--- src/rtl/rmc_pkg.sv ---
package rmc_pkg;

  typedef enum logic [1:0] {
    PH_START  = 2'd0,
    PH_SAMP_A = 2'd1,
    PH_SAMP_B = 2'd2,
    PH_HOLD   = 2'd3
  } phase_e;

  typedef enum logic {
    MODE_TB  = 1'b0,
    MODE_TBP = 1'b1
  } route_mode_e;

endpackage

--- src/rtl/rmc_core_sum.sv ---
module rmc_core_sum #(
  parameter int NUM_CORES = 4,
  parameter int CNT_W     = 4,
  parameter int SUM_W     = 7
) (
  input  logic [NUM_CORES*CNT_W-1:0] cnt_i,
  output logic [SUM_W-1:0]           sum_o
);

  always_comb begin
    sum_o = '0;
    for (int i = 0; i < NUM_CORES; i++) begin
      sum_o = sum_o + SUM_W'(cnt_i[i*CNT_W +: CNT_W]);
    end
  end

endmodule

--- src/rtl/rmc_sat_accum.sv ---
module rmc_sat_accum #(
  parameter int IN_W  = 7,
  parameter int ACC_W = 32
) (
  input  logic             clk,
  input  logic             rst_n,
  input  logic             clr_i,
  input  logic             add_i,
  input  logic [IN_W-1:0]  val_i,
  output logic [ACC_W-1:0] acc_o,
  output logic [ACC_W-1:0] acc_next_o
);

  logic [ACC_W-1:0] acc_q;
  logic [ACC_W-1:0] acc_d;
  logic [ACC_W:0]   wide;
  logic             ld_en;

  assign ld_en = clr_i | add_i;

  always_comb begin
    wide = {1'b0, acc_q} + {{(ACC_W+1-IN_W){1'b0}}, val_i};
    if (clr_i) begin
      acc_d = '0;
    end else if (wide[ACC_W]) begin
      acc_d = '1;
    end else begin
      acc_d = wide[ACC_W-1:0];
    end
  end

  always_ff @(posedge clk or negedge rst_n) begin
    if (!rst_n) begin
      acc_q <= '0;
    end else if (ld_en) begin
      acc_q <= acc_d;
    end
  end

  assign acc_o      = acc_q;
  assign acc_next_o = ld_en ? acc_d : acc_q;

  // adding never lowers the total
  p_no_wrap_r7: assert property (@(posedge clk) disable iff (!rst_n)
    (add_i && !clr_i) |=> (acc_q >= $past(acc_q)))
    else $error("accumulator wrapped");

  // a full total stays full while adding
  p_sat_hold_r7: assert property (@(posedge clk) disable iff (!rst_n)
    (add_i && !clr_i && (acc_q == {ACC_W{1'b1}})) |=> (acc_q == {ACC_W{1'b1}}))
    else $error("saturated total changed");

  // a clear empties the total
  p_clear_r8: assert property (@(posedge clk) disable iff (!rst_n)
    clr_i |=> (acc_q == '0))
    else $error("total not cleared");

endmodule

--- src/rtl/rmc_ratio_cmp.sv ---
module rmc_ratio_cmp #(
  parameter int ACC_W = 32
) (
  input  logic [ACC_W-1:0] tb_sum_i,
  input  logic [ACC_W-1:0] tbp_sum_i,
  output logic             pick_tbp_o
);

  localparam int CW = ACC_W + 2;

  logic [CW-1:0] twice_tb;
  logic [CW-1:0] thrice_tbp;

  always_comb begin
    twice_tb   = {1'b0, tb_sum_i, 1'b0};
    thrice_tbp = {1'b0, tbp_sum_i, 1'b0} + {2'b00, tbp_sum_i};
    pick_tbp_o = (twice_tb < thrice_tbp);
  end

endmodule

--- src/rtl/rmc_phase_seq.sv ---
module rmc_phase_seq
  import rmc_pkg::*;
#(
  parameter int START_CYC = 1000,
  parameter int HALF_CYC  = 200,
  parameter int MAIN_CYC  = 5000
) (
  input  logic   clk,
  input  logic   rst_n,
  input  logic   pick_tbp_i,
  output phase_e phase_o,
  output logic   last_o,
  output logic   mode_o
);

  localparam int MAX_A   = (START_CYC > HALF_CYC) ? START_CYC : HALF_CYC;
  localparam int MAX_LEN = (MAX_A > MAIN_CYC) ? MAX_A : MAIN_CYC;
  localparam int TMR_W   = (MAX_LEN > 2) ? $clog2(MAX_LEN) : 1;

  phase_e      phase_q, phase_d;
  logic [TMR_W-1:0] tmr_q, tmr_d, end_val;
  route_mode_e mode_q, mode_d;
  logic        last;

  always_comb begin
    unique case (phase_q)
      PH_START:  end_val = TMR_W'(START_CYC - 1);
      PH_SAMP_A: end_val = TMR_W'(HALF_CYC - 1);
      PH_SAMP_B: end_val = TMR_W'(HALF_CYC - 1);
      default:   end_val = TMR_W'(MAIN_CYC - 1);
    endcase
    last = (tmr_q == end_val);
  end

  always_comb begin
    phase_d = phase_q;
    mode_d  = mode_q;
    tmr_d   = tmr_q + TMR_W'(1);
    if (last) begin
      tmr_d = '0;
      unique case (phase_q)
        PH_START: begin
          phase_d = PH_SAMP_A;
          mode_d  = MODE_TB;
        end
        PH_SAMP_A: begin
          phase_d = PH_SAMP_B;
          mode_d  = MODE_TBP;
        end
        PH_SAMP_B: begin
          phase_d = PH_HOLD;
          mode_d  = pick_tbp_i ? MODE_TBP : MODE_TB;
        end
        default: begin
          phase_d = PH_SAMP_A;
          mode_d  = MODE_TB;
        end
      endcase
    end
  end

  always_ff @(posedge clk or negedge rst_n) begin
    if (!rst_n) begin
      phase_q <= PH_START;
      tmr_q   <= '0;
      mode_q  <= MODE_TB;
    end else begin
      phase_q <= phase_d;
      tmr_q   <= tmr_d;
      mode_q  <= mode_d;
    end
  end

  assign phase_o = phase_q;
  assign last_o  = last;
  assign mode_o  = mode_q;

  p_startup_tb_r2: assert property (@(posedge clk) disable iff (!rst_n)
    (phase_q == PH_START) |-> (mode_q == MODE_TB))
    else $error("start-up not in TB");

  p_half_a_tb_r3: assert property (@(posedge clk) disable iff (!rst_n)
    (phase_q == PH_SAMP_A) |-> (mode_q == MODE_TB))
    else $error("first half not in TB");

  p_half_b_tbp_r4: assert property (@(posedge clk) disable iff (!rst_n)
    (phase_q == PH_SAMP_B) |-> (mode_q == MODE_TBP))
    else $error("second half not in TBP");

  p_mode_at_bound_r9: assert property (@(posedge clk) disable iff (!rst_n)
    !$stable(mode_q) |-> $past(last))
    else $error("mode moved inside a period");

  p_tmr_bound_r8: assert property (@(posedge clk) disable iff (!rst_n)
    (tmr_q <= end_val))
    else $error("period timer overran");

endmodule

--- src/rtl/route_mode_ctrl.sv ---
module route_mode_ctrl
  import rmc_pkg::*;
#(
  parameter int NUM_CORES = 4,
  parameter int CNT_W     = 4,
  parameter int ACC_W     = 32,
  parameter int START_CYC = 1000,
  parameter int HALF_CYC  = 200,
  parameter int MAIN_CYC  = 5000
) (
  input  logic                       clk,
  input  logic                       rst_n,
  input  logic [NUM_CORES*CNT_W-1:0] retire_cnt_i,
  output logic                       mode_o
);

  localparam int SUM_W = CNT_W + $clog2(NUM_CORES + 1);

  logic [SUM_W-1:0] cyc_sum;
  logic [ACC_W-1:0] tb_tot, tb_tot_nx;
  logic [ACC_W-1:0] tbp_tot, tbp_tot_nx;
  logic             clr_tot, add_tb, add_tbp;
  logic             pick_tbp, last;
  phase_e           phase;

  rmc_core_sum #(.NUM_CORES(NUM_CORES), .CNT_W(CNT_W), .SUM_W(SUM_W)) u_sum (
    .cnt_i (retire_cnt_i),
    .sum_o (cyc_sum)
  );

  assign clr_tot = (phase == PH_START) || (phase == PH_HOLD);
  assign add_tb  = (phase == PH_SAMP_A);
  assign add_tbp = (phase == PH_SAMP_B);

  rmc_sat_accum #(.IN_W(SUM_W), .ACC_W(ACC_W)) u_acc_tb (
    .clk        (clk),
    .rst_n      (rst_n),
    .clr_i      (clr_tot),
    .add_i      (add_tb),
    .val_i      (cyc_sum),
    .acc_o      (tb_tot),
    .acc_next_o (tb_tot_nx)
  );

  rmc_sat_accum #(.IN_W(SUM_W), .ACC_W(ACC_W)) u_acc_tbp (
    .clk        (clk),
    .rst_n      (rst_n),
    .clr_i      (clr_tot),
    .add_i      (add_tbp),
    .val_i      (cyc_sum),
    .acc_o      (tbp_tot),
    .acc_next_o (tbp_tot_nx)
  );

  rmc_ratio_cmp #(.ACC_W(ACC_W)) u_cmp (
    .tb_sum_i   (tb_tot),
    .tbp_sum_i  (tbp_tot_nx),
    .pick_tbp_o (pick_tbp)
  );

  rmc_phase_seq #(
    .START_CYC (START_CYC),
    .HALF_CYC  (HALF_CYC),
    .MAIN_CYC  (MAIN_CYC)
  ) u_seq (
    .clk        (clk),
    .rst_n      (rst_n),
    .pick_tbp_i (pick_tbp),
    .phase_o    (phase),
    .last_o     (last),
    .mode_o     (mode_o)
  );

  // an empty TBP total keeps TB
  p_zero_tbp_r6: assert property (@(posedge clk) disable iff (!rst_n)
    ((phase == PH_SAMP_B) && last && (tbp_tot_nx == '0)) |=> (mode_o == MODE_TB))
    else $error("zero TBP total did not select TB");

  // TB total untouched during the second half
  p_tb_frozen_r8: assert property (@(posedge clk) disable iff (!rst_n)
    (phase == PH_SAMP_B) |=> $stable(tb_tot))
    else $error("TB total moved in TBP half");

  // reset holds TB
  p_reset_tb_r1: assert property (@(posedge clk) !rst_n |-> (mode_o == MODE_TB))
    else $error("mode not TB in reset");

endmodule

--- config.mk ---
export PLATFORM = sky130hd
export DESIGN_NAME = route_mode_ctrl
export DESIGN_NICKNAME = d
export VERILOG_FILES = /design/src/rtl/rmc_pkg.sv /design/src/rtl/rmc_core_sum.sv /design/src/rtl/rmc_sat_accum.sv /design/src/rtl/rmc_ratio_cmp.sv /design/src/rtl/rmc_phase_seq.sv /design/src/rtl/route_mode_ctrl.sv
export SDC_FILE = /design/constraint.sdc
export NUM_CORES = 1
export LEC_CHECK = 0
export BUFFER_PORTS_ARGS = -buffer_cell sky130_fd_sc_hd__buf_2
export CAP_MARGIN = 20
export CORE_ASPECT_RATIO = 1.4
export CORE_MARGIN = 5
export CORE_UTILIZATION = 45
export CTS_BUF_LIST = sky130_fd_sc_hd__clkbuf_4 sky130_fd_sc_hd__clkbuf_8
export CTS_CLUSTER_DIAMETER = 50
export CTS_CLUSTER_SIZE = 20
export DETAILED_ROUTE_END_ITERATION = 10
export GPL_TIMING_DRIVEN = 0
export PLACE_DENSITY = 0.61
export SLEW_MARGIN = 10
export SYNTH_ARGS = -nofsm -noshare
export SYNTH_HDL_FRONTEND = slang
export SYNTH_SLANG_ARGS = --single-unit
--- constraint.sdc ---
create_clock -name clk -period 18.3 [get_ports clk]
set_input_delay 0.915 -clock clk [delete_from_list [all_inputs] [get_ports clk]]
set_output_delay 0.915 -clock clk [all_outputs]
set_load 0.1 [all_outputs]
==> results of run 1 <==
[final cells by class]
| class | instances | area (sq um) | area share |
|---|---|---|---|
| buffer | 28 | 119 | 0.0146 |
| clock buffer | 9 | 124 | 0.0152 |
| clock inverter | 7 | 85.1 | 0.0104 |
| inverter | 38 | 143 | 0.0175 |
| multi-input combinational | 768 | 5290 | 0.649 |
| sequential | 80 | 2000 | 0.245 |
| tap | 203 | 254 | 0.0311 |
| timing repair buffer | 22 | 141 | 0.0173 |
[power groups by stage]
stage | registers (mW) | clock network [mW] | logic, mW
2_1_floorplan | 0.180 | 0 | 0.0509
3_3_place_gp | 0.180 | 0 | 0.0711
3_5_place_dp | 0.180 | 0 | 0.0727
4_1_cts | 0.177 | 0.148 | 0.0735
5_1_grt | 0.177 | 0.156 | 0.0818
6_report | 0.177 | 0.143 | 0.0731
[through the flow]
stage / worst slack [ns] / std cells
after floorplan: 10.31 / 914
after global placement: 8.68 / 1135
after detailed placement: 8.60 / 1137
after CTS: 8.97 / 1153
after global routing: 8.66 / 1155
final: 9.21 / 1155
[registers in the layout, summed over array words and instances (netlist names)]
name / flops
u_seq.tmr_q: 13
u_acc_tbp.acc_o: 32
u_seq.mode_o: 1
u_acc_tb.acc_o: 32
u_seq.phase_o: 2
[worst register-to-register path, stage by stage (launching register included)]
cell and delay [ns]:
dfrtp_1 0.43, ha_1 0.24, fa_1 0.43, a211oi_1 0.32, o21ai_1 0.21, nand3_1 0.24
or2_2 0.15, clkbuf_1 0.30, clkbuf_1 0.46, a21oi_1 0.13, o22a_1 0.27, ha_1 0.42
and3_1 0.28, nor2b_1 0.15, a221o_1 0.33, a221o_1 0.35, o2111ai_1 0.29, nand2_1 0.15
a311oi_1 0.38, ha_1 0.19, o21ai_0 0.08, nand2b_1 0.08, a21oi_1 0.07, a2111o_1 0.43
nor3_1 0.22, o21ai_0 0.16, nand4_1 0.13, o211ai_1 0.11
[worst min-delay path by stage]
stage	from	endpoint	slack, ns	cells after the start
finish	rst_n	u_acc_tb.acc_o[2]$_DFFE_PN0P_	0.50	1
floorplan	u_seq.tmr_q[10]$_DFF_PN0_	u_seq.tmr_q[10]$_DFF_PN0_	0.45	1
detailed placement	u_seq.tmr_q[0]$_DFF_PN0_	u_seq.tmr_q[0]$_DFF_PN0_	0.49	1
CTS	rst_n	u_acc_tb.acc_o[2]$_DFFE_PN0P_	0.50	1
global placement	u_seq.tmr_q[0]$_DFF_PN0_	u_seq.tmr_q[0]$_DFF_PN0_	0.48	1
global route	rst_n	u_acc_tb.acc_o[2]$_DFFE_PN0P_	0.52	1
[cell families (layout without fill, tap and decap cells)]
group,count (synthesis),count (layout),synth area share
AND/OR/NAND/NOR,314,314,0.211
XOR/XNOR,50,50,0.0580
adder cells (fa/ha/maj),98,98,0.171
AO/OA/AOI/OAI,302,302,0.255
buffers and inverters,66,104,0.0346
multiplexers,4,4,0.00530
flip-flops,80,80,0.265
[layout by cell type (no fill, tap or decap), drive strengths merged, types with 6 or more instances in the layout]
cell type | netlist | final
xnor2 | 28 | 28
a311oi | 9 | 9
nand3 | 32 | 32
nor2b | 10 | 10
ha | 89 | 89
xor2 | 22 | 22
and3 | 35 | 35
clkbuf | 24 | 34
o21bai | 10 | 10
nand4 | 16 | 16
inv | 37 | 41
o21ai | 62 | 62
a21o | 34 | 34
a41oi | 6 | 6
fa | 9 | 9
o22a | 10 | 10
nor2 | 81 | 81
buf | 4 | 24
and2 | 8 | 8
nand2 | 72 | 72
nor3 | 19 | 19
a31oi | 16 | 16
and4 | 14 | 14
dfrtp | 80 | 80
nand2b | 9 | 9
a21oi | 104 | 104
a211oi | 14 | 14
[routing by layer]
| layer | routed length (um) | vias to the layer above | part of all wire | global-route usage |
|---|---|---|---|---|
| li1 | - | 3457 | - | - |
| met4 | 891 | 0 | 0.043 | 0.117 |
| met2 | 10300 | 172 | 0.50 | 0.382 |
| met5 | 0 | - | 0 | 0 |
| met3 | 793 | 55 | 0.038 | 0.0291 |
| met1 | 8740 | 3261 | 0.42 | 0.254 |
==> results_dict.tcl, run 1 <==
set metrics [dict create \
    slew_headroom 0.384 \
    cts_hold_buffers 0 \
    rsz0062_at_grt "no" \
    p_sw_frac 0.307 \
    synth.area.top_cells "dfrtp_1, ha_1, a21oi_1" \
    fin_area_sq_mm 0.00816 \
    vdd_drop_max_v 0.0000410 \
    critPathBufInv 4 \
    core_sq_mm 0.0166 \
    hold_slack_ns 0.499 \
    finalCriticalPeriod_ns 9.09 \
    synth_flop_cell "dfrtp_1" \
    grt_usage 0.217 \
    first_pass_iters 5 \
    avgViaCountPerCell 6.01 \
    tns_ns 0 \
    cts.sinks 80 \
    critPathKind "in2reg" \
    synth-edff-count 0 \
    placedInstanceArea_sq_mm 0.00794 \
    routed_wl_um 20700 \
    fin_crit_sh 0.497 \
    cp_slowest_stage_delay_ns 0.54 \
    finalPower_uw 393 \
    outcome "complete, no violations" \
    synthesis.area_sq_mm 0.00756 \
    path_delay_family "compound AO/OA/AOI/OAI gates" \
    setup_viol 0 \
    numPortBuffers 18 \
    hp-class "in2async" \
    vias 6945 \
    fill_cells 1691 \
    grt_pass1_vias 6944 \
    start_util 0.455 \
    syn_inst 914 \
    worst_slew_pin_slew_ns 0.916 \
    synth.avg_cell_area_sq_um 8.27 \
    r2r_slack_ns 11.19 \
    yosysTopAreaCellShare 0.265 \
    async_flop_share 1.00 \
    synth_cell_types 66 \
    synth_commonest_cells "a21oi_1, ha_1, nor2_1" \
    worstReg2RegEnd "u_seq.mode_o$_DFFE_PN0N_" \
    wire_per_inst_um 17.9 \
    num_rows 56 \
    final.setup_skew_ns 0.0237 \
    critical_path_depth 37 \
    seq_power_share 0.449 \
    insertion_delay_ns 0.39 \
    yosysTopAreaCell "dfrtp_1" \
    max_freq_mhz 110 \
    slowest_stage "a221oi_1" \
    worst_ep_required_time_ns 18.56 \
    slew_viol_final 0 \
    cts_tree "built" \
    clkSlewWorstSetupHoldPaths_ns 0.10 \
    r2r-start "u_acc_tbp.acc_o[0]$_DFF_PN0_" \
    antenna_left 0 \
    cts_made_buffers 9 \
    drt_iter0_markers 456 \
    grt_start_max_net_pins 46 \
    grt_pass1_wl_um 34000 \
    antenna_found_initial 0 \
    pwr-share-clk 0.365 \
    cts_setup_buffers 0 \
    dieHeight_um 163 \
    drive_above_1_share 0.0609 \
    worstSetupEndpointType "register" \
    die_area_sq_mm 0.0195 \
    root_buffer "clkbuf_8" \
    power.switching_uw 121 \
    p_int_uw 272 \
    dieWidth_um 120 \
    cts_buffer_depth 2 \
    cap_violations 0 \
    cp-start-kind "primary input" \
    p_per_area_mw_per_mm2 48.2 \
    ctsResizeCount 0 \
    power.leakage_nw 3.90 \
    worstSetupEndpoint "u_seq.mode_o$_DFFE_PN0N_" \
    crit_fanout 10 \
    reg2regPathDepth 27 \
    p_comb_frac 0.186 \
    finalHoldViolCount 0 \
    ys_ff_latch 80 \
    area_delta_synth_final_pct 8.00 \
    synth_fp_nets 1030 \
    final_util 0.491 \
    nets 1063 \
    crit_arrival_ns 9.35 \
    ios 19 \
    place_congestion 0.882 \
    drc 0 \
    diodes 0 \
    dp_hpwl_um 16300 \
    synth_most_common_cell "a21oi_1" \
    htreeDepth 3 \
    path_common_cell "ha_1" \
    grt_overflow 0 \
    synth_warnings 0 \
    seq_area_frac_synth 0.265 \
    startpoint "retire_cnt_i[0]" \
]
Note: power is estimated with default switching activity, not from simulation.
==> run 2: changes to the inputs <==
--- a/config.mk
+++ b/config.mk
@@ -5,6 +5,7 @@
 export SDC_FILE = /design/constraint.sdc
 export NUM_CORES = 1
 export LEC_CHECK = 0
+export ABC_AREA = 1
 export BUFFER_PORTS_ARGS = -buffer_cell sky130_fd_sc_hd__buf_2
 export CAP_MARGIN = 20
 export CORE_ASPECT_RATIO = 1.4
@@ -15,7 +16,7 @@
 export CTS_CLUSTER_SIZE = 20
 export DETAILED_ROUTE_END_ITERATION = 10
 export GPL_TIMING_DRIVEN = 0
-export PLACE_DENSITY = 0.61
+export PLACE_DENSITY = 0.63
 export SLEW_MARGIN = 10
 export SYNTH_ARGS = -nofsm -noshare
 export SYNTH_HDL_FRONTEND = slang
==> constraint.sdc (replaced) <==
create_clock -name clk -period 8.25 [get_ports clk]
set_input_delay 0.4125 -clock clk [delete_from_list [all_inputs] [get_ports clk]]
set_output_delay 0.4125 -clock clk [all_outputs]
set_load 0.1 [all_outputs]
==> run 2 against run 1 <==
  * First-iteration DRC count fell by 2.9%
  * Sequential power rose by 120%
  * Count of clock-buffer cells in the layout did not move
  * Critical endpoint unchanged
==> results_dict.tcl, run 2 <==
set metrics [dict create \
    power.leakage_nw 4.51 \
    r2r-start "u_acc_tbp.acc_o[0]$_DFF_PN0_" \
    p_comb_frac 0.178 \
    vdd_drop_max_v 0.0000825 \
    grt_start_max_net_pins 52 \
    cap_violations 0 \
    max_freq_mhz 131 \
    cp_slowest_stage_delay_ns 0.50 \
    path_common_cell "nand2_1" \
    outcome "complete, no violations" \
    vias 8150 \
    antenna_found_initial 0 \
    core_sq_mm 0.0185 \
    wire_per_inst_um 14.6 \
    multi_input_area_sq_mm 0.00573 \
    p_sw_frac 0.301 \
    die_area_sq_mm 0.0216 \
    synth_cell_types 56 \
    synth.avg_cell_area_sq_um 6.76 \
    nets 1394 \
    p_per_area_mw_per_mm2 98.2 \
    grt_overflow 0 \
    cts.sinks 80 \
    rsz0062_at_grt "no" \
    fin_cells 1527 \
    diodes 0 \
    cp-start-kind "primary input" \
    async_flop_share 1.00 \
    dieHeight_um 172 \
    synth_most_common_cell "nand2_1" \
    final_cell_mix "nand2_1, inv_1, nor2_1, ha_1, a21oi_1" \
    root_buffer "clkbuf_8" \
    slew_headroom 0.384 \
    drive_above_1_share 0.0811 \
    hold_slack_ns 0.465 \
    antenna_left 0 \
    worst_slew_pin_slew_ns 0.913 \
    synth.area.top_cells "dfrtp_1, nand2_1, ha_1" \
    place_congestion 0.926 \
    finalPower_uw 895 \
    p_int_uw 626 \
    slew_viol_final 0 \
    slowest_stage "fa_1" \
    area_delta_synth_final_pct 8.25 \
    finalCriticalPeriod_ns 7.65 \
    hp-class "reg2reg" \
    start_util 0.454 \
    syn_inst 1245 \
    finalHoldViolCount 0 \
    first_pass_iters 6 \
    ff_latch_area_sq_mm 0.00200 \
    grt_usage 0.211 \
    synthesis.area_sq_mm 0.00842 \
    num_rows 59 \
    final_util 0.492 \
    dieWidth_um 126 \
    synth-edff-count 0 \
    clkSlewWorstSetupHoldPaths_ns 0.10 \
    drt_iter0_markers 443 \
    seq_power_share 0.438 \
    htreeDepth 3 \
    final_common_cell "nand2_1" \
    cts_tree "built" \
    yosysTopAreaCellShare 0.238 \
    avgViaCountPerCell 5.34 \
    power.switching_uw 269 \
    dp_hpwl_um 18200 \
    grt_pass1_vias 7882 \
    ys_ff_latch 80 \
    startpoint "retire_cnt_i[0]" \
    critPathKind "in2reg" \
    worstSetupEndpointType "register" \
    synth_warnings 0 \
    synth_fp_nets 1361 \
    ios 19 \
    cts_buffer_depth 2 \
    synth_commonest_cells "nand2_1, inv_1, nor2_1" \
    crit_fanout 10 \
    pwr-share-clk 0.384 \
    cts_made_buffers 9 \
    synth_flop_cell "dfrtp_1" \
    insertion_delay_ns 0.39 \
    worst_ep_required_time_ns 8.59 \
    min_from "u_seq.tmr_q[0]$_DFF_PN0_" \
    fin_crit_sh 0.928 \
    crit_arrival_ns 7.99 \
    fill_cells 1919 \
    place_inst 1508 \
    drc 0 \
    seq_area_frac_synth 0.238 \
    grt_pass1_wl_um 37100 \
    numPortBuffers 18 \
    final.setup_skew_ns 0.0144 \
    setup_viol 0 \
    routed_wl_um 22300 \
    yosysTopAreaCell "dfrtp_1" \
]
[run 2: routing by layer]
layer  global-route usage  share of wire  vias up
li1                     -              -     4200
met1                0.230           0.41     3744
met2                0.407           0.52      150
met3               0.0249          0.025       56
met4               0.0948          0.039        0
met5                    0              0        -
[run 2: path summary, 6_finish.rpt]
path	end	slack (ns)	cells after the start
max reg2reg	u_seq.mode_o$_DFFE_PN0N_	2.30	38
min in group asynchronous	u_seq.tmr_q[4]$_DFF_PN0_	0.51	2
max in group asynchronous	u_acc_tb.acc_o[16]$_DFFE_PN0P_	7.10	3
min	u_seq.tmr_q[0]$_DFF_PN0_	0.47	1
min reg2reg	u_seq.tmr_q[0]$_DFF_PN0_	0.47	1
max	u_seq.mode_o$_DFFE_PN0N_	0.60	45
[run 2: logic make-up (layout without fill, tap and decap cells)]
kind of cell,count (synthesis),after routing,synth area share
buf+inv,187,225,0.0837
compound gates,230,230,0.155
simple gates,611,611,0.328
fa+ha+maj,98,98,0.154
xor+xnor,39,39,0.0415
flops,80,80,0.238
[run 2: repair_timing]
item                                   CTS  global route
endpoints found under the hold margin   29             0
setup endpoints to repair                0             1
gates resized for setup                  0             3
setup buffers                            0             2
hold buffers                             1             0
[run 2: per-stage QoR]
stage          worst slack (ns)  area (sq um)  setup TNS, ns
6_report                  0.597          9110              0
5_1_grt                  0.0920          9110              0
4_1_cts                   0.349          9080              0
3_5_place_dp            -0.0299          8840        -0.0299
3_3_place_gp            -0.0710          8810        -0.0710
2_1_floorplan              1.59          8420              0
[run 2: power groups by stage]
stage / clock network (mW) / logic (mW) / registers, mW
detailed placement: 0 / 0.156 / 0.400
global placement: 0 / 0.151 / 0.400
CTS: 0.355 / 0.157 / 0.392
global route: 0.371 / 0.180 / 0.392
floorplan: 0 / 0.113 / 0.400
finish: 0.344 / 0.159 / 0.392
[run 2: cell type report]
type	count	area share
clock inverter	7	0.0113
clock buffer	9	0.0136
buffer	13	0.00563
inverter	174	0.0717
timing repair buffer	22	0.0159
tap	244	0.0335
sequential	80	0.220
multi-input combinational	978	0.629
[run 2: worst max-delay path: cells and delay by family]
kind	cells	cell delay (ns)
compound gates	11	1.79
xor+xnor	1	0.20
fa+ha+maj	8	2.80
buf+inv	6	0.63
simple gates	19	2.16
